===== config.mk =====
export PLATFORM = sky130hd
export DESIGN_NAME = edge_slot_alloc
export DESIGN_NICKNAME = d
export VERILOG_FILES = /design/src/rtl/edge_slot_pkg.sv /design/src/rtl/edge_slot_first.sv /design/src/rtl/edge_slot_pick.sv /design/src/rtl/edge_slot_credit.sv /design/src/rtl/edge_slot_alloc.sv
export SDC_FILE = /design/constraint.sdc
export NUM_CORES = 1
export LEC_CHECK = 0
export ABC_AREA = 1
export BUFFER_PORTS_ARGS = -buffer_cell sky130_fd_sc_hd__buf_4
export CORE_ASPECT_RATIO = 0.8
export CORE_UTILIZATION = 60
export DETAILED_ROUTE_END_ITERATION = 6
export GPL_TIMING_DRIVEN = 0
export HOLD_SLACK_MARGIN = 0.1
export PLACE_DENSITY = 0.79
export SYNTH_ARGS = -nofsm -noshare
export SYNTH_HDL_FRONTEND = slang
export SYNTH_HIERARCHICAL = 1
export SYNTH_SLANG_ARGS = --single-unit

===== constraint.sdc =====
create_clock -name clk -period 7.5 [get_ports clk]
set_input_delay 1.125 -clock clk [delete_from_list [all_inputs] [get_ports clk]]
set_output_delay 1.125 -clock clk [all_outputs]
set_load 0.01 [all_outputs]

===== src/rtl/edge_slot_pkg.sv =====
package edge_slot_pkg;
    localparam int DEF_NUM_CTX   = 4;
    localparam int DEF_NUM_SLOTS = 8;
    localparam int DEF_VID_W     = 8;
    localparam int DEF_RANK_W    = 8;
    localparam int DEF_CNT_W     = 8;
endpackage


===== src/rtl/edge_slot_first.sv =====
module edge_slot_first #(
    parameter int N = 4,
    localparam int IDX_W = (N > 1) ? $clog2(N) : 1
) (
    input  logic [N-1:0]     vec,
    output logic             found,
    output logic [IDX_W-1:0] idx
);
    always_comb begin
        found = 1'b0;
        idx   = '0;
        for (int i = N - 1; i >= 0; i--) begin
            if (vec[i]) begin
                found = 1'b1;
                idx   = IDX_W'(i);
            end
        end
    end
endmodule


===== src/rtl/edge_slot_pick.sv =====
module edge_slot_pick #(
    parameter int N      = 4,
    parameter int RANK_W = 8,
    localparam int IDX_W = (N > 1) ? $clog2(N) : 1
) (
    input  logic [N-1:0]             req,
    input  logic [N-1:0][RANK_W-1:0] rank,
    output logic                     found,
    output logic [IDX_W-1:0]         idx
);
    logic [RANK_W-1:0] best;

    always_comb begin
        found = 1'b0;
        idx   = '0;
        best  = '1;
        for (int i = 0; i < N; i++) begin
            if (req[i] && (!found || rank[i] < best)) begin
                found = 1'b1;
                idx   = IDX_W'(i);
                best  = rank[i];
            end
        end
    end

    always_comb begin
        if (found) begin
            AST_PICK_IS_REQ: assert (req[idx]);
            for (int j = 0; j < N; j++) begin
                if (req[j] && IDX_W'(j) < idx) begin
                    AST_PICK_TIE_LOW: assert (rank[j] > rank[idx]);
                end
                if (req[j]) begin
                    AST_PICK_MIN_RANK: assert (rank[j] >= rank[idx]);
                end
            end
        end
    end
endmodule


===== src/rtl/edge_slot_credit.sv =====
module edge_slot_credit #(
    parameter int NUM_SLOTS = 8,
    localparam int CR_W = $clog2(NUM_SLOTS + 1)
) (
    input  logic            clk,
    input  logic            rst_n,
    input  logic            take,
    input  logic            give,
    output logic            avail,
    output logic [CR_W-1:0] count
);
    localparam logic [CR_W-1:0] FULL = CR_W'(NUM_SLOTS);
    localparam logic [CR_W-1:0] ONE  = CR_W'(1);

    logic [CR_W-1:0] count_d, count_q;

    always_comb begin
        count_d = count_q;
        if (take && !give) begin
            count_d = count_q - ONE;
        end else if (give && !take) begin
            count_d = count_q + ONE;
        end
    end

    always_ff @(posedge clk) begin
        if (!rst_n) begin
            count_q <= FULL;
        end else begin
            count_q <= count_d;
        end
    end

    assign avail = (count_q != '0);
    assign count = count_q;

    AST_CREDIT_NO_UNDERFLOW: assert property (@(posedge clk) disable iff (!rst_n)
        take |-> count_q != '0);
    AST_CREDIT_BOUND: assert property (@(posedge clk) disable iff (!rst_n)
        count_q <= FULL);
endmodule


===== src/rtl/edge_slot_alloc.sv =====
module edge_slot_alloc
    import edge_slot_pkg::*;
#(
    parameter int NUM_CTX   = DEF_NUM_CTX,
    parameter int NUM_SLOTS = DEF_NUM_SLOTS,
    parameter int VID_W     = DEF_VID_W,
    parameter int RANK_W    = DEF_RANK_W,
    parameter int CNT_W     = DEF_CNT_W,
    localparam int CTX_W    = (NUM_CTX > 1) ? $clog2(NUM_CTX) : 1
) (
    input  logic              clk,
    input  logic              rst_n,
    input  logic              adm_valid,
    output logic              adm_ready,
    input  logic [VID_W-1:0]  adm_vid,
    input  logic [RANK_W-1:0] adm_rank,
    input  logic [CNT_W-1:0]  adm_edges,
    output logic              gnt_valid,
    input  logic              gnt_ready,
    output logic [CTX_W-1:0]  gnt_ctx,
    output logic [CNT_W-1:0]  gnt_edge,
    input  logic              ret_valid,
    output logic              ret_ready,
    input  logic [CTX_W-1:0]  ret_ctx,
    output logic              done_valid,
    input  logic              done_ready,
    output logic [VID_W-1:0]  done_vid
);
    localparam int OUT_W = $clog2(NUM_SLOTS + 1);
    localparam int CR_W  = $clog2(NUM_SLOTS + 1);
    localparam logic [CNT_W-1:0] CNT_ONE = CNT_W'(1);
    localparam logic [OUT_W-1:0] OUT_ONE = OUT_W'(1);

    typedef struct packed {
        logic [NUM_CTX-1:0]             busy;
        logic [NUM_CTX-1:0][VID_W-1:0]  vid;
        logic [NUM_CTX-1:0][RANK_W-1:0] rank;
        logic [NUM_CTX-1:0][CNT_W-1:0]  left;
        logic [NUM_CTX-1:0][CNT_W-1:0]  next_edge;
        logic [NUM_CTX-1:0][OUT_W-1:0]  inflight;
        logic                           done_vld;
        logic [VID_W-1:0]               done_id;
    } state_t;

    state_t st_d, st_q;

    logic [NUM_CTX-1:0] want;
    logic [NUM_CTX-1:0] finished;
    logic               free_found, fin_found, pick_found;
    logic [CTX_W-1:0]   free_idx, fin_idx, pick_idx;
    logic               has_credit;
    logic [CR_W-1:0]    credit_cnt;
    logic               gnt_fire, ret_fire, adm_fire, release_ctx;

    for (genvar g = 0; g < NUM_CTX; g++) begin : g_flags
        assign want[g]     = st_q.busy[g] && (st_q.left[g] != '0);
        assign finished[g] = st_q.busy[g] && (st_q.left[g] == '0)
                             && (st_q.inflight[g] == '0);
    end

    edge_slot_first #(.N(NUM_CTX)) u_free (
        .vec   (~st_q.busy),
        .found (free_found),
        .idx   (free_idx)
    );

    edge_slot_first #(.N(NUM_CTX)) u_fin (
        .vec   (finished),
        .found (fin_found),
        .idx   (fin_idx)
    );

    edge_slot_pick #(.N(NUM_CTX), .RANK_W(RANK_W)) u_pick (
        .req   (want),
        .rank  (st_q.rank),
        .found (pick_found),
        .idx   (pick_idx)
    );

    edge_slot_credit #(.NUM_SLOTS(NUM_SLOTS)) u_credit (
        .clk   (clk),
        .rst_n (rst_n),
        .take  (gnt_fire),
        .give  (ret_fire),
        .avail (has_credit),
        .count (credit_cnt)
    );

    assign adm_ready   = free_found;
    assign adm_fire    = adm_valid && adm_ready;
    assign gnt_valid   = pick_found && has_credit;
    assign gnt_ctx     = pick_idx;
    assign gnt_edge    = st_q.next_edge[pick_idx];
    assign gnt_fire    = gnt_valid && gnt_ready;
    assign ret_ready   = 1'b1;
    assign ret_fire    = ret_valid;
    assign release_ctx = fin_found && (!st_q.done_vld || done_ready);
    assign done_valid  = st_q.done_vld;
    assign done_vid    = st_q.done_id;

    always_comb begin
        st_d = st_q;
        if (st_q.done_vld && done_ready) begin
            st_d.done_vld = 1'b0;
        end
        if (release_ctx) begin
            st_d.busy[fin_idx] = 1'b0;
            st_d.done_vld      = 1'b1;
            st_d.done_id       = st_q.vid[fin_idx];
        end
        if (adm_fire) begin
            st_d.busy[free_idx]      = 1'b1;
            st_d.vid[free_idx]       = adm_vid;
            st_d.rank[free_idx]      = adm_rank;
            st_d.left[free_idx]      = adm_edges;
            st_d.next_edge[free_idx] = '0;
            st_d.inflight[free_idx]  = '0;
        end
        if (gnt_fire) begin
            st_d.left[pick_idx]      = st_q.left[pick_idx] - CNT_ONE;
            st_d.next_edge[pick_idx] = st_q.next_edge[pick_idx] + CNT_ONE;
            st_d.inflight[pick_idx]  = st_q.inflight[pick_idx] + OUT_ONE;
        end
        if (ret_fire) begin
            st_d.inflight[ret_ctx] = st_d.inflight[ret_ctx] - OUT_ONE;
        end
    end

    always_ff @(posedge clk) begin
        if (!rst_n) begin
            st_q <= '0;
        end else begin
            st_q <= st_d;
        end
    end

    AST_DONE_HOLD: assert property (@(posedge clk) disable iff (!rst_n)
        (done_valid && !done_ready) |=> (done_valid && $stable(done_vid)));
    AST_ADM_STALL: assert property (@(posedge clk) disable iff (!rst_n)
        (&st_q.busy) |-> !adm_ready);
    AST_NO_GRANT_EMPTY: assert property (@(posedge clk) disable iff (!rst_n)
        gnt_valid |-> credit_cnt != '0);
    AST_SWAP_KEEP: assert property (@(posedge clk) disable iff (!rst_n)
        (gnt_fire && ret_fire) |=> credit_cnt == $past(credit_cnt));
endmodule


Yosys cells after proc, flatten, opt, wreduce, memory -nomap -nowiden
Index checks and enable logic that the tools add are counted.

Word-level logic and storage cells: 165. Input port bits: 32. Output and inout port bits: 22. Flip-flop bits (word level): 161.

Add/subtract/negate cells: 6. Mux-type cells: 65. $lt $le $gt $ge: 11. Reductions and logical operators: 51. Bitwise logic cells: 8.

Operators by type and width (count): 32-bit bitwise mux (5); 148-bit two-way mux (1); 80-bit two-way mux (1); 8-bit two-way mux (8); 8-bit binary-select mux with 2-bit select (3); 32-bit AND (1); 16-bit bitwise mux (2); 8-bit demux with 2-bit select (2); 8-bit logical NOT (4); 4-bit two-way mux (8); 32-bit inverter (1); 8-bit nonzero test (4); 1-bit logical AND (26); 4-bit demux with 2-bit select (3); 8-bit less-than comparator (3); 2-bit two-way mux (10); 16-bit AND (1); 4-bit binary-select mux with 2-bit select (2); 4-bit logical NOT (4); 1-bit two-way mux (16); 16-bit two-way mux (1); 16-bit inverter (1); 2-bit by 3-bit less-than comparator with 1-bit output, second input constant (4); 9-bit two-way mux (1); 13 further kinds (29).

Longest topological paths before layout
Depth in word-level cells: 26. Depth in mapped cells: 57. Depth with buffers taken out: 56.

Cells and area by module
Netlist, hierarchy kept.

Modules (own cells, without submodules): edge_slot_alloc (times used 1, area an instance 7840.0 sq um, sequential area each 3143.0 sq um, cells an instance 1157); edge_slot_pick (times used 1, area an instance 777.0 sq um, sequential area each 0.0 sq um, cells an instance 142); edge_slot_credit (times used 1, area an instance 296.5 sq um, sequential area each 80.1 sq um, cells an instance 45); edge_slot_first (times used 2, area an instance 36.3 sq um, sequential area each 0.0 sq um, cells an instance 8).

Worst setup path after synthesis
OpenSTA, ideal clock, no wires.

Kind: flip-flop to output port. Start point: reg st_q[59] (netlist name). End point: out gnt_edge[0]. Stages on the path, launching flop included: 43. Path buffers: 4. Arrival time: 5.276 ns. Slack: 1.099 ns. Cells stage by stage: dfxtp_1 -> nor4_1 -> nand4_1 -> inv_1 -> nor2_1 -> inv_1 -> nor2_1 -> ha_1 -> inv_1 -> o21bai_1 -> inv_1 -> nand2_1 -> nand2_1 -> nand2_1 -> nand2_1 -> nand2_2 -> clkbuf_1 -> nand2_1 -> (+7 left out) -> nand2_4 -> clkbuf_1 -> o21ai_0 -> ha_1 -> a21oi_1 -> nor2_1 -> a211oi_1 -> nand2_1 -> nand2_1 -> nand2_1 -> nand2_1 -> buf_4 -> inv_1 -> nor2_4 -> buf_4 -> a21oi_1 -> o21a_1 -> inv_1.

Word-level cells in the longest chain between the ends: 17. Elaborated cells between the ends (all ways): 25. Classes of those cells: order compare (3); mux (11); reduce/logical (11).

RTL lines: start: declaration (RTL line edge_slot_alloc.sv:45) `state_t st_d, st_q;`; start signal: assignment (RTL line edge_slot_alloc.sv:133) `st_q <= st_d;`; 8-bit nonzero test * (RTL line edge_slot_alloc.sv:56) `assign want[g] = st_q.busy[g] && (st_q.left[g] != '0);`; 1-bit logical AND * (RTL line edge_slot_alloc.sv:56); net want[0] (RTL line edge_slot_alloc.sv:47) `logic [NUM_CTX-1:0] want;`; 8-bit two-way mux / 1-bit two-way mux (equally long branches) (RTL line edge_slot_pick.sv:18) `if (req[i] && (!found || rank[i] < best)) begin`; 8-bit less-than comparator / 1-bit logical NOT (equally long branches) (RTL line edge_slot_pick.sv:18); 1-bit logical OR (RTL line edge_slot_pick.sv:18); 1-bit logical AND (RTL line edge_slot_pick.sv:18); 8-bit two-way mux / 1-bit two-way mux (equally long branches) (RTL line edge_slot_pick.sv:18); (+3 left out); 8-bit two-way mux / 1-bit two-way mux (equally long branches) (RTL line edge_slot_pick.sv:18); 8-bit less-than comparator / 1-bit logical NOT (equally long branches) (RTL line edge_slot_pick.sv:18); 1-bit logical OR (RTL line edge_slot_pick.sv:18); 1-bit logical AND (RTL line edge_slot_pick.sv:18); 2-bit two-way mux * (RTL line edge_slot_pick.sv:18); net gnt_ctx[1] (RTL line edge_slot_alloc.sv:20) `output logic [CTX_W-1:0] gnt_ctx,`; 8-bit binary-select mux with 2-bit select * (RTL line edge_slot_alloc.sv:93) `assign gnt_edge = st_q.next_edge[pick_idx];`; 8-bit two-way mux (implied by the code) * (RTL line edge_slot_alloc.sv:93); end: declaration (RTL line edge_slot_alloc.sv:21) `output logic [CNT_W-1:0] gnt_edge,`.

Mark *: on every way through the listed nets, which the timed path passes. The rest lies on a longest branch. The select of a mux whose other input is x is not followed.

Final worst setup path
Start point: reg st_q[64] (netlist name). End point: out gnt_edge[0].

Word-level cells in the longest chain between the ends: 17. Elaborated cells between the ends (all ways): 25. Classes of those cells: order compare (3); mux (11); reduce/logical (11).

RTL lines (RTL line): 8-bit nonzero test * (edge_slot_alloc.sv:56); 1-bit logical AND * (edge_slot_alloc.sv:56); net want[0] (edge_slot_alloc.sv:47); 8-bit two-way mux / 1-bit two-way mux (equally long branches) (edge_slot_pick.sv:18); 8-bit less-than comparator / 1-bit logical NOT (equally long branches) (edge_slot_pick.sv:18); 1-bit logical OR (edge_slot_pick.sv:18); 1-bit logical AND (edge_slot_pick.sv:18); 8-bit two-way mux / 1-bit two-way mux (equally long branches) (edge_slot_pick.sv:18); (+2 left out); 1-bit logical AND (edge_slot_pick.sv:18); 8-bit two-way mux / 1-bit two-way mux (equally long branches) (edge_slot_pick.sv:18); 8-bit less-than comparator / 1-bit logical NOT (equally long branches) (edge_slot_pick.sv:18); 1-bit logical OR (edge_slot_pick.sv:18); 1-bit logical AND (edge_slot_pick.sv:18); 2-bit two-way mux * (edge_slot_pick.sv:18); 8-bit binary-select mux with 2-bit select * (edge_slot_alloc.sv:93); 8-bit two-way mux (implied by the code) * (edge_slot_alloc.sv:93).

Marked as above.

==> reports/results.tsv <==
stage	metric	value	unit
logic_synthesis	synth_seq_cells	161	
pwr	finalPower	2.363	mW
detailed_routing	routed_wl	28.29	mm
critical_path	cp_num_buf_inv	8	
floorplanning	boundaryPins	54	
critical_path	criticalPathCategory	flip-flop to output port	
cells_and_area	antennaDiodeCount	0	
floorplanning	dieArea	15470	um2
critical_path	path_max_fanout	10	
global_route	overflow	0	
timing	skew	0.008367	ns
timing	final_max_slew_viol_count	0	
cts	cts_buffers	17	
timing	final.setup.tns	0	ns
cells_and_area	register_area	3224	um2
global_route	met1_usage	0.5256	
logic_synthesis	ys_types	53	
hold_path	hp-class	flip-flop to flip-flop	
timing	max_slew.worst_pin.slew	0.8913	ns
global_route	globalRouteTotalUtil	0.3665	
critical_path	crit_top_cell	nand2_1	
cts	clk_pin_slew	0.06	ns
timing	setup_viol	0	
cells_and_area	final_layout_size_suffix_gt1_frac	0.1350	
cts	cts_tree	built	
critical_path	cp-end-kind	output port	
critical_path	critical_path.top_delay_family	simple AND/OR/NAND/NOR gates	
critical_path	worstPathRequired	6.38	ns
cells_and_area	multi_input_area	4840	um2
cells_and_area	nNetsFinal	1512	
logic_synthesis	synth_top_family_by_area	simple AND/OR/NAND/NOR gates	
placed_design	place_area	9607	um2
cts	cts_htree_levels	4	
global_route	busiest_layer	met2	
global_route	grt_pass1_vias	8528	
logic_synthesis	ys_seq_area_frac	0.3587	
global_route	use_met3	0.08473	
timing	hold_violations	0	
logic_synthesis	synth_xor_area_frac	0.008493	
floorplanning	start_util	0.6221	
logic_synthesis	synth_fp_nets	1418	
detailed_routing	dr.pass1.iters	7	
logic_synthesis	synth_top_area_cell	dfxtp_1	
logic_synthesis	yosys_warnings	6	
placed_design	post-dp-hpwl	19.80	mm
timing	fmax	0.1342	GHz
cts	clk_latency	0.44	ns
detailed_routing	routedWlPerCell	17.14	um
global_route	grt_pass1_wl	44.10	mm
logic_synthesis	synthFlopType	dfxtp_1	
floorplanning	rows	39	
status	violations	DRC	
timing	slew_headroom	0.4026	
floorplanning	dieWidth	138.8	um
floorplanning	die_h	111.5	um
detailed_routing	drc_errors	12	
logic_synthesis	yosysTopAreaCellShare	0.3587	
critical_path	worstPathArrival	6.33	ns
cells_and_area	synthToLayoutAreaGrowth	18.07	%
timing	period_needed	7.454	ns
cells_and_area	nFillCells	1203	
floorplanning	core	14440	um2
detailed_routing	antenna_left	0	
critical_path	cpPeakStageDelay	0.35	ns
logic_synthesis	synthSimpleGateAreaFrac	0.2742	
detailed_routing	drtIter0Drc	1277	
critical_path	startpoint_type	flip-flop	
cts	ctsRootBufferMaster	clkbuf_16	
pwr	power_density	222.7	nW/um2
logic_synthesis	synthCells	1360	
placed_design	io_buffers	52	
logic_synthesis	synth_compound_area_frac	0.2002	
global_route	grt_util_met2	0.5276	
timing	finalCritPeriodShare	0.9938	
critical_path	critPathSlowestCell	dfxtp_2	
logic_synthesis	syn_area	8986	um2
cells_and_area	final_area	10610	um2
logic_synthesis	synthMuxAreaShare	0.003342	
status	status	finished, violations left	
logic_synthesis	synth_area_leaders	dfxtp_1 36%, nand2_1 13%, inv_1 7.7%	
pwr	irDropWorstVdd	179.3	uV
run	maxCapViolCount	0	
detailed_routing	via_per_inst	5.847	
cts	cts.sinks	161	
logic_synthesis	synth_edf_count	0	
detailed_routing	via_count	9653	
global_route	grt_max_degree	17	
logic_synthesis	syn_area_per_cell	6.607	um2
pwr	p_leak	5.060	nW
placed_design	gp_congestion	0.9704	
logic_synthesis	async_flop_share	0	
global_route	grt_antenna_before_repair	0	
logic_synthesis	yosys.area_share.adder	0.03620	
cts	cts.path.max_buffers	2	
==> final cells by class <==
| class | instances | area share |
|---|---|---|
| timing repair buffer | 75 | 0.05708 |
| inverter | 193 | 0.06934 |
| buffer | 68 | 0.03538 |
| tap | 184 | 0.02170 |
| clock inverter | 11 | 0.01215 |
| multi-input combinational | 938 | 0.4561 |
| clock buffer | 21 | 0.04434 |
| sequential | 161 | 0.3039 |
==> worst paths after layout <==
check                endpoint  slack [ns]  depth (start not counted)      start
setup reg to reg     st_q[63]        0.24                         46   st_q[64]
hold reg to reg     flip-flop        0.45                          2  flip-flop
setup / recovery  gnt_edge[0]        0.05                         41   st_q[64]
hold / removal      flip-flop        0.45                          2  flip-flop
==> Yosys cell counts, types with 2 or more instances <==
cell type  instances
nand3_1           88
nor3_1             4
o21a_1             2
a211oi_1           8
dfxtp_1          161
a311oi_1           2
or2_2              4
inv_1            185
nor2_1           128
clkbuf_1          44
o2111ai_2          3
o21ai_1            3
nand3_2            2
nor4_1             8
o21bai_1           2
inv_2              5
a22oi_1            7
buf_1              6
nor2_4             5
buf_2              2
buf_6              5
nand2_4            2
mux2i_1            3
a21oi_2            2
a221oi_1           4
nor2_2             2
nand4_1            8
nand2_1          314
o211ai_1          17
o21ai_0          134
nand2_2           13
buf_4             11
xor2_1             4
o22ai_1           22
a31oi_1            2
ha_1              26
a21oi_1          106
==> metrics by stage <==
step / hold WS (ns) / worst slack [ns] / std cells / util
floorplan: 0.4297 / 1.099 / 1360 / -
global placement: 0.4387 / -0.4756 / 1596 / 0.6651
detailed placement: 0.4443 / -0.5338 / 1596 / 0.6651
CTS: 0.4538 / 0.01344 / 1633 / 0.7135
global route: 0.4724 / -0.2078 / 1651 / 0.7346
finish: 0.4526 / 0.04622 / 1651 / 0.7346
==> placed cells by master (no fill, tap or decap), types with 8 or more instances in the layout <==
master     synthesis  layout
a21oi_1          106     103
buf_4             11      80
buf_6              5       8
clkbuf_1          44      43
clkbuf_16          0      19
dfxtp_1          161     160
ha_1              26      26
inv_1            185     181
inv_2              5       8
nand2_1          314     306
nand2_2           13      16
nand3_1           88      87
nand4_1            8       8
nor2_1           128     125
o211ai_1          17      17
o21ai_0          134     123
o21ai_1            3      12
o22ai_1           22      21
==> worst register-to-register path, delay by kind of cell (launching register included) <==
family,cells,cell delay [ns]
AO/OA/AOI/OAI,12,1.88
adder cells (fa/ha/maj),4,1.14
buffers and inverters,9,1.26
flip-flops,1,0.35
AND/OR/NAND/NOR,21,2.51
==> layer usage <==
layer  part of all wire  up-vias
met5                  0        -
met4              0.035        0
met3               0.12       90
met2               0.41      582
met1               0.43     4368
li1                   -     4613
==> logic make-up (layout without fill, tap and decap cells) <==
logic type,after synthesis,count (layout)
AOI/OAI and AO/OA,319,319
xor gates and xnor gates,7,7
adders and majority gates,26,26
buffers and inverters,261,368
DFF,161,161
muxes,3,3
other,1,1
and+or+nand+nor,582,582
==> report_power, final <==
| part | switching [mW] | leakage [nW] | total (mW) | internal (mW) |
|---|---|---|---|---|
| Combinational | 0.343 | 3.46 | 0.532 | 0.189 |
| Sequential | 0.0359 | 1.31 | 0.944 | 0.908 |
| Clock | 0.368 | 0.290 | 0.887 | 0.519 |
==> what timing repair did <==
item / in CTS / in global routing
setup buffers: 5 / 15
endpoints found under the setup margin: 61 / 56
gates resized for setup: 21 / 48
gates cloned: 0 / 3
pin swaps: 2 / 13
hold buffers: 0 / 0
(Power assumes the default switching activity.)
